## config.mk

```make
export PLATFORM = sky130hd
export DESIGN_NAME = nest_irq_ctrl
export DESIGN_NICKNAME = d
export VERILOG_FILES = /design/src/rtl/nest_irq_pkg.sv /design/src/rtl/nir_edge_latch.sv /design/src/rtl/nir_pick.sv /design/src/rtl/nir_level_track.sv /design/src/rtl/nest_irq_ctrl.sv
export SDC_FILE = /design/constraint.sdc
export NUM_CORES = 1
export LEC_CHECK = 0
export CAP_MARGIN = 20
export CORE_MARGIN = 2
export CORE_UTILIZATION = 43
export DETAILED_ROUTE_END_ITERATION = 10
export PLACE_DENSITY_LB_ADDON = 0.15
export SYNTH_ARGS = -nofsm -noshare
export SYNTH_HDL_FRONTEND = slang
export SYNTH_SLANG_ARGS = --single-unit
export TNS_END_PERCENT = 100
```

## constraint.sdc

```tcl
create_clock -name clk -period 4 [get_ports clk]
set_input_delay 0.8 -clock clk [delete_from_list [all_inputs] [get_ports clk]]
set_output_delay 0.8 -clock clk [all_outputs]
set_load 0.02 [all_outputs]
```

## src/rtl/nest_irq_pkg.sv

```systemverilog
package nest_irq_pkg;
  localparam int MAX_SRC = 32;

  // Bit i is set when no bit at index <= i is set in act, that is,
  // source i is more urgent than every active level.
  function automatic logic [MAX_SRC-1:0] above_all(input logic [MAX_SRC-1:0] act);
    logic [MAX_SRC-1:0] res;
    logic seen;
    seen = 1'b0;
    for (int i = 0; i < MAX_SRC; i++) begin
      seen   = seen | act[i];
      res[i] = ~seen;
    end
    return res;
  endfunction
endpackage

```

## src/rtl/nir_edge_latch.sv

```systemverilog
module nir_edge_latch #(
  parameter int N_SRC = 8
) (
  input  logic             clk,
  input  logic             rst,
  input  logic [N_SRC-1:0] src_i,
  input  logic [N_SRC-1:0] clr_i,
  output logic [N_SRC-1:0] pend_o
);
  logic [N_SRC-1:0] src_q;
  logic [N_SRC-1:0] rise;

  assign rise = src_i & ~src_q;

  always_ff @(posedge clk) begin
    if (rst) begin
      src_q  <= '0;
      pend_o <= '0;
    end else begin
      src_q  <= src_i;
      pend_o <= (pend_o & ~clr_i) | rise;
    end
  end
endmodule

```

## src/rtl/nir_pick.sv

```systemverilog
module nir_pick #(
  parameter int N_SRC = 8,
  localparam int W = $clog2(N_SRC)
) (
  input  logic [N_SRC-1:0] pend_i,
  input  logic [N_SRC-1:0] umask_i,
  input  logic [N_SRC-1:0] active_i,
  input  logic             nest_en_i,
  output logic             any_o,
  output logic [W-1:0]     idx_o
);
  import nest_irq_pkg::*;

  logic [MAX_SRC-1:0] act_w;
  logic [MAX_SRC-1:0] above_w;
  logic [N_SRC-1:0]   gate;
  logic [N_SRC-1:0]   elig;

  always_comb begin
    act_w = '0;
    act_w[N_SRC-1:0] = active_i;
  end

  assign above_w = above_all(act_w);
  assign gate    = nest_en_i ? above_w[N_SRC-1:0]
                             : ((|active_i) ? '0 : {N_SRC{1'b1}});
  assign elig    = pend_i & umask_i & gate;
  assign any_o   = |elig;

  always_comb begin
    idx_o = '0;
    for (int i = N_SRC - 1; i >= 0; i--) begin
      if (elig[i]) idx_o = W'(i);
    end
  end
endmodule

```

## src/rtl/nir_level_track.sv

```systemverilog
module nir_level_track #(
  parameter int N_SRC = 8
) (
  input  logic             clk,
  input  logic             rst,
  input  logic [N_SRC-1:0] set_i,
  input  logic             rti_i,
  output logic [N_SRC-1:0] active_o
);
  logic [N_SRC-1:0] innermost;

  // isolate lowest set bit; zero when nothing is active
  assign innermost = active_o & ~(active_o - N_SRC'(1));

  always_ff @(posedge clk) begin
    if (rst) begin
      active_o <= '0;
    end else begin
      active_o <= (active_o & ~(rti_i ? innermost : '0)) | set_i;
    end
  end
endmodule

```

## src/rtl/nest_irq_ctrl.sv

```systemverilog
module nest_irq_ctrl #(
  parameter int N_SRC = 8,
  localparam int W = $clog2(N_SRC)
) (
  input  logic             clk,
  input  logic             rst,
  input  logic [N_SRC-1:0] src_i,
  input  logic [N_SRC-1:0] umask_i,
  input  logic             nest_en_i,
  input  logic             ack_i,
  input  logic             rti_i,
  output logic             irq_req_o,
  output logic [W-1:0]     irq_vec_o,
  output logic [N_SRC-1:0] active_o,
  output logic [N_SRC-1:0] pend_o
);
  logic             take;
  logic [N_SRC-1:0] take_oh;
  logic             any;
  logic [W-1:0]     idx;

  assign take    = irq_req_o & ack_i;
  assign take_oh = take ? (N_SRC'(1) << irq_vec_o) : '0;

  nir_edge_latch #(.N_SRC(N_SRC)) u_latch (
    .clk    (clk),
    .rst    (rst),
    .src_i  (src_i),
    .clr_i  (take_oh),
    .pend_o (pend_o)
  );

  nir_pick #(.N_SRC(N_SRC)) u_pick (
    .pend_i    (pend_o),
    .umask_i   (umask_i),
    .active_i  (active_o),
    .nest_en_i (nest_en_i),
    .any_o     (any),
    .idx_o     (idx)
  );

  nir_level_track #(.N_SRC(N_SRC)) u_levels (
    .clk      (clk),
    .rst      (rst),
    .set_i    (take_oh),
    .rti_i    (rti_i),
    .active_o (active_o)
  );

  always_ff @(posedge clk) begin
    if (rst) begin
      irq_req_o <= 1'b0;
      irq_vec_o <= '0;
    end else if (irq_req_o) begin
      if (ack_i) irq_req_o <= 1'b0;
    end else if (any) begin
      irq_req_o <= 1'b1;
      irq_vec_o <= idx;
    end
  end
endmodule

```

### After elaboration in Yosys (flattened, before gate mapping)

Cells that the tools add are included.

| word-level totals | value |
|---|---|
| register bits | 28 |

| operators by class | value |
|---|---|
| add/subtract/negate cells | 1 |
| shifts and indexed selects | 1 |
| multiplexer cells | 15 |
| bitwise operators | 29 |
| reductions and logical operators | 3 |

Operators by type and width:

| cell | count |
|---|---|
| 8-bit bitwise AND | 6 |
| 8-bit 2-to-1 mux | 4 |
| 8-bit inverter | 4 |
| 3-bit 2-to-1 mux | 8 |
| 8-bit bitwise OR | 2 |
| 8-bit OR reduction | 2 |
| 1-bit inverter | 9 |
| 1-bit by 3-bit << shifter with 8-bit output (first input constant) | 1 |
| 8-bit by 1-bit subtractor with 8-bit output (second input constant) | 1 |
| 1-bit bitwise OR | 7 |
| 1-bit 2-to-1 mux | 3 |
| 2-bit AND reduction | 1 |
| 1-bit bitwise AND | 1 |

### Logic depth before layout (Yosys ltp)

| logic depth | value |
|---|---|
| depth after elaboration | 18 |
| mapped depth | 7 |

### By module

Synthesis repeated with hierarchy kept, for this count alone.

| second synthesis, totals | value |
|---|---|
| cells, all modules | 152 |
| area total of the unflattened synthesis | 1387.6 um^2 |

Modules (own cells, without submodules):

| module | instances | cells each | area each (um^2) | seq. area each (um^2) |
|---|---|---|---|---|
| nir_edge_latch | 1 | 49 | 564.3 | 320.3 |
| nir_level_track | 1 | 34 | 305.3 | 160.2 |
| nir_pick | 1 | 40 | 272.8 | 0.0 |
| nest_irq_ctrl | 1 | 29 | 245.2 | 80.1 |

### Least setup slack after synthesis

OpenSTA, ideal clock, no wires.

| timing | value |
|---|---|
| path type | input port to flip-flop |
| start | input port nest_en_i |
| end | register irq_vec_o[0] |
| setup time | 0.133 ns |
| arrival | 1.961 ns |
| data required time | 3.867 ns |
| setup slack | 1.906 ns |
| stages on the path | 6 |
| path buffers | 0 |
| path through | or2b_2 nor4_1 a21oi_1 and4b_1 o21ai_1 o31ai_2 |

| on the way | value |
|---|---|
| longest elaborated chain between the ends | 10 |

Ends and longest elaborated chain:

| what | RTL line | text |
|---|---|---|
| start, declared | nest_irq_ctrl.sv:9 | `input logic nest_en_i,` |
| 8-bit 2-to-1 mux (*) | nir_pick.sv:25 | `assign gate = nest_en_i ? above_w[N_SRC-1:0]` |
| 8-bit bitwise AND (*) | nir_pick.sv:27 | `assign elig = pend_i & umask_i & gate;` |
| 3-bit 2-to-1 mux (8 in series) | nir_pick.sv:33 | `if (elig[i]) idx_o = W'(i);` |
| end signal, assigned | nest_irq_ctrl.sv:58 | `irq_vec_o <= idx;` |
| end, declared | nest_irq_ctrl.sv:13 | `output logic [W-1:0] irq_vec_o,` |

Mark *: on every way between the ends. The rest lies on a longest branch, timed or not.
A chain may end at the register's enable or synchronous reset.

### Final worst setup path

Same ends and word-level chain as after synthesis.

==> flow_summary.json <==
{
  "cell_internal_pwr_uw": 408.5,
  "ctsResizeCount": 0,
  "fin_skew_ns": 0.004392,
  "final_util_pct": 61.20,
  "routedWlPerCell_um": 13.78,
  "placed_cells": 225,
  "max-cap-violations": 0,
  "status": "complete, but fails checks",
  "startpoint": "nest_en_i",
  "fin_crit_sh_pct": 65.23,
  "avgSynthCellArea_um2": 8.133,
  "drt_first_pass_iters": 8,
  "hp-class": "reg -> reg",
  "ios": 41,
  "cts_root_buffer": "clkbuf_4",
  "antenna_found_initial": 0,
  "critical_path_class": "in -> reg",
  "vias_per_cell": 5.561,
  "cts.hold.buffers_added": 0,
  "die_area_um2": 3442,
  "cts_inserted_buffers": 3,
  "pwr-share-seq_pct": 55.2,
  "core_um2": 2805,
  "reg2reg_from": "u_levels.active_o[1]",
  "grt_pass1_vias": 1193,
  "required_ns": 4.22,
  "cp-start-kind": "primary input",
  "layout-area-overhead-vs-synth_pct": 33.59,
  "clockBufferDepth": 2,
  "dp_hpwl_mm": 2.407,
  "r2r-end": "irq_vec_o[0]",
  "synth_seq_cells": 28,
  "holdPathEnd": "u_levels.active_o[3]",
  "tns_ns": 0,
  "layout-drive-gt1-share_pct": 5.584,
  "relSlewSlack_pct": 57.87,
  "wl_mm": 3.142,
  "cp_cell_sequence": "clkdlybuf4s50_1 -> or2b_2 -> nor4_1 -> a21oi_1 -> and4b_1 -> o21ai_1 -> o31ai_2",
  "seq_area_frac_synth_pct": 43.62,
  "r2r_slack_ns": 1.94,
  "swShare_pct": 29.62,
  "hold_depth": 2,
  "synthDistinctLibCells": 34,
  "post-route-min-period_ns": 2.609,
  "io_buffers": 40,
  "synth_area_um2": 1285,
  "cts_setup_buffers": 0,
  "hp-start": "u_levels.active_o[3]",
  "dr.first_iter.drc_count": 47,
  "num_vias": 1268,
  "pwr-share-clk_pct": 19.1,
  "finalSetupViolations": 0,
  "path_clk_slew_ns": 0.14,
  "slowest_delay_ns": 0.68,
  "num-fill-cells": 271,
  "crit_slowest_cell": "clkdlybuf4s50_1",
  "r2r_cells": 6,
  "initial_core_util_pct": 45.81,
  "syn_nets": 179,
  "grt_pass1_wl_mm": 5.382,
  "antenna_cells": 0,
  "h-tree-depth": 1,
  "max_freq_mhz": 383.3,
  "ir_drop_mv": 0.1929,
  "syn_inst": 158,
  "critPathArrivalTime_ns": 2.83,
  "switching_power_uw": 171.9,
  "drc": 4,
  "grt_max_degree": 20,
  "die_h_um": 58.67,
  "pwr-share-comb_pct": 25.7,
  "nNetsFinal": 220,
  "crit_path_max_fanout": 12,
  "p_leak_uw": 0.0006475,
  "die_w_um": 58.67,
  "drv_slew": 0,
  "cp-end-kind": "flip-flop",
  "clock-sinks": 28,
  "rsz0062_at_grt": "no",
  "final_cells": 228,
  "place_congestion": 0.7835,
  "hold_viol": 0,
  "fp-row-count": 19,
  "gr-total-overflow": 0,
  "antenna_left": 0,
  "violations": "design-rule violations",
  "clock_latency_ns": 0.32,
  "power_density_nw_per_um2": 338.1,
  "track_usage_pct": 20.31,
  "worstMarginPinSlew_ns": 0.6300,
  "cts_tree": "done",
  "ys.warnings.count": 0,
  "total_power_uw": 580.4
}
critical path, delay by kind of cell:
| kind | cells | cell delay (ns) |
|---|---|---|
| AOI/OAI and AO/OA | 3 | 0.39 |
| buffers and inverters | 1 | 0.68 |
| and+or+nand+nor | 3 | 0.95 |
worst max path at each step:
stage | slack, ns | depth (start not counted) | to
after detailed placement | 1.04 | 7 | irq_vec_o[0]
after global placement | 1.13 | 7 | irq_vec_o[0]
after global routing | 1.24 | 7 | irq_vec_o[0]
after floorplan | 1.91 | 6 | irq_vec_o[0]
after CTS | 1.38 | 7 | irq_vec_o[0]
final | 1.39 | 7 | irq_vec_o[0]
state kept, by name, indices dropped and copies added, names as in the netlist:
register,count
irq_vec_o,3
u_latch.src_q,8
u_levels.active_o,8
irq_req_o,1
u_latch.pend_o,8
layout by cell type (no fill, tap or decap), types with 4 or more instances in the layout:
master and instances:
a21oi_1 25, clkdlybuf4s50_1 40, dfxtp_1 28, nand2_1 21, nand3_1 8, nor2_1 13
nor2b_1 18, nor4_1 4, o21ai_0 6
layout make-up:
class / instances / area, um^2 / share of cell area [%]
clock buffers: 3 / 22.52 / 1.312
inverters: 2 / 7.507 / 0.4373
multi-input cells: 123 / 679.4 / 39.58
flip-flops and latches: 28 / 560.5 / 32.65
well taps: 31 / 38.79 / 2.259
repair buffers: 41 / 407.9 / 23.76
layer usage:
metal	share of wire, %	vias to the layer above	wire length [um]	track usage [%]
met1	49	582	1546	28.96
met3	6.5	6	204	3.297
met5	0	-	0	0
met4	1.5	0	48	9.416
met2	43	41	1341	30.02
li1	-	639	-	-
through the flow:
stage          cell area [um^2]  worst slack [ns]  hold slack (ns)
3_5_place_dp               1694             1.037           0.4981
6_report                   1717             1.391           0.5193
2_1_floorplan              1285             1.906           0.5076
3_3_place_gp               1694             1.130           0.4940
5_1_grt                    1717             1.244           0.5508
4_1_cts                    1717             1.383           0.5172
synth_stat cells (all sizes together):
cell / n / area share [%]
and4b: 2 / 1.6
o21bai: 1 / 0.58
a21o: 1 / 0.58
nand3: 8 / 3.1
nor4b: 2 / 1.8
nor2: 13 / 3.8
or4: 2 / 1.2
o21ai: 9 / 3.5
o41ai: 1 / 0.68
and3: 2 / 1.1
nand2b: 2 / 0.97
clkbuf: 3 / 1.7
nor3: 3 / 1.2
a21oi: 25 / 9.7
dfxtp: 28 / 44
and2b: 1 / 0.68
or2b: 1 / 0.68
or3: 1 / 0.58
buf: 2 / 1.3
inv: 2 / 0.58
a31oi: 1 / 0.49
a211oi: 1 / 0.97
o21a: 1 / 0.58
nand2: 21 / 6.1
nor2b: 18 / 8.8
o31ai: 2 / 1.6
o2111ai: 1 / 0.68
nor4: 4 / 1.9
power by group through the flow:
stage          registers [uW]  clock network (uW)  logic (uW)
6_report                  320                 111         149
3_5_place_dp              326                   0         148
3_3_place_gp              325                   0         145
5_1_grt                   324                 127         164
2_1_floorplan             337                   0        71.4
4_1_cts                   320                 115         149
cells by family after synthesis:
| kind of cell | count (synthesis) | share of synthesized area, % |
|---|---|---|
| AO/OA/AOI/OAI | 43 | 19.38 |
| buffers and inverters | 7 | 3.505 |
| AND/OR/NAND/NOR | 80 | 33.50 |
| flip-flops | 28 | 43.62 |
Power figures use the tool's default switching activity.
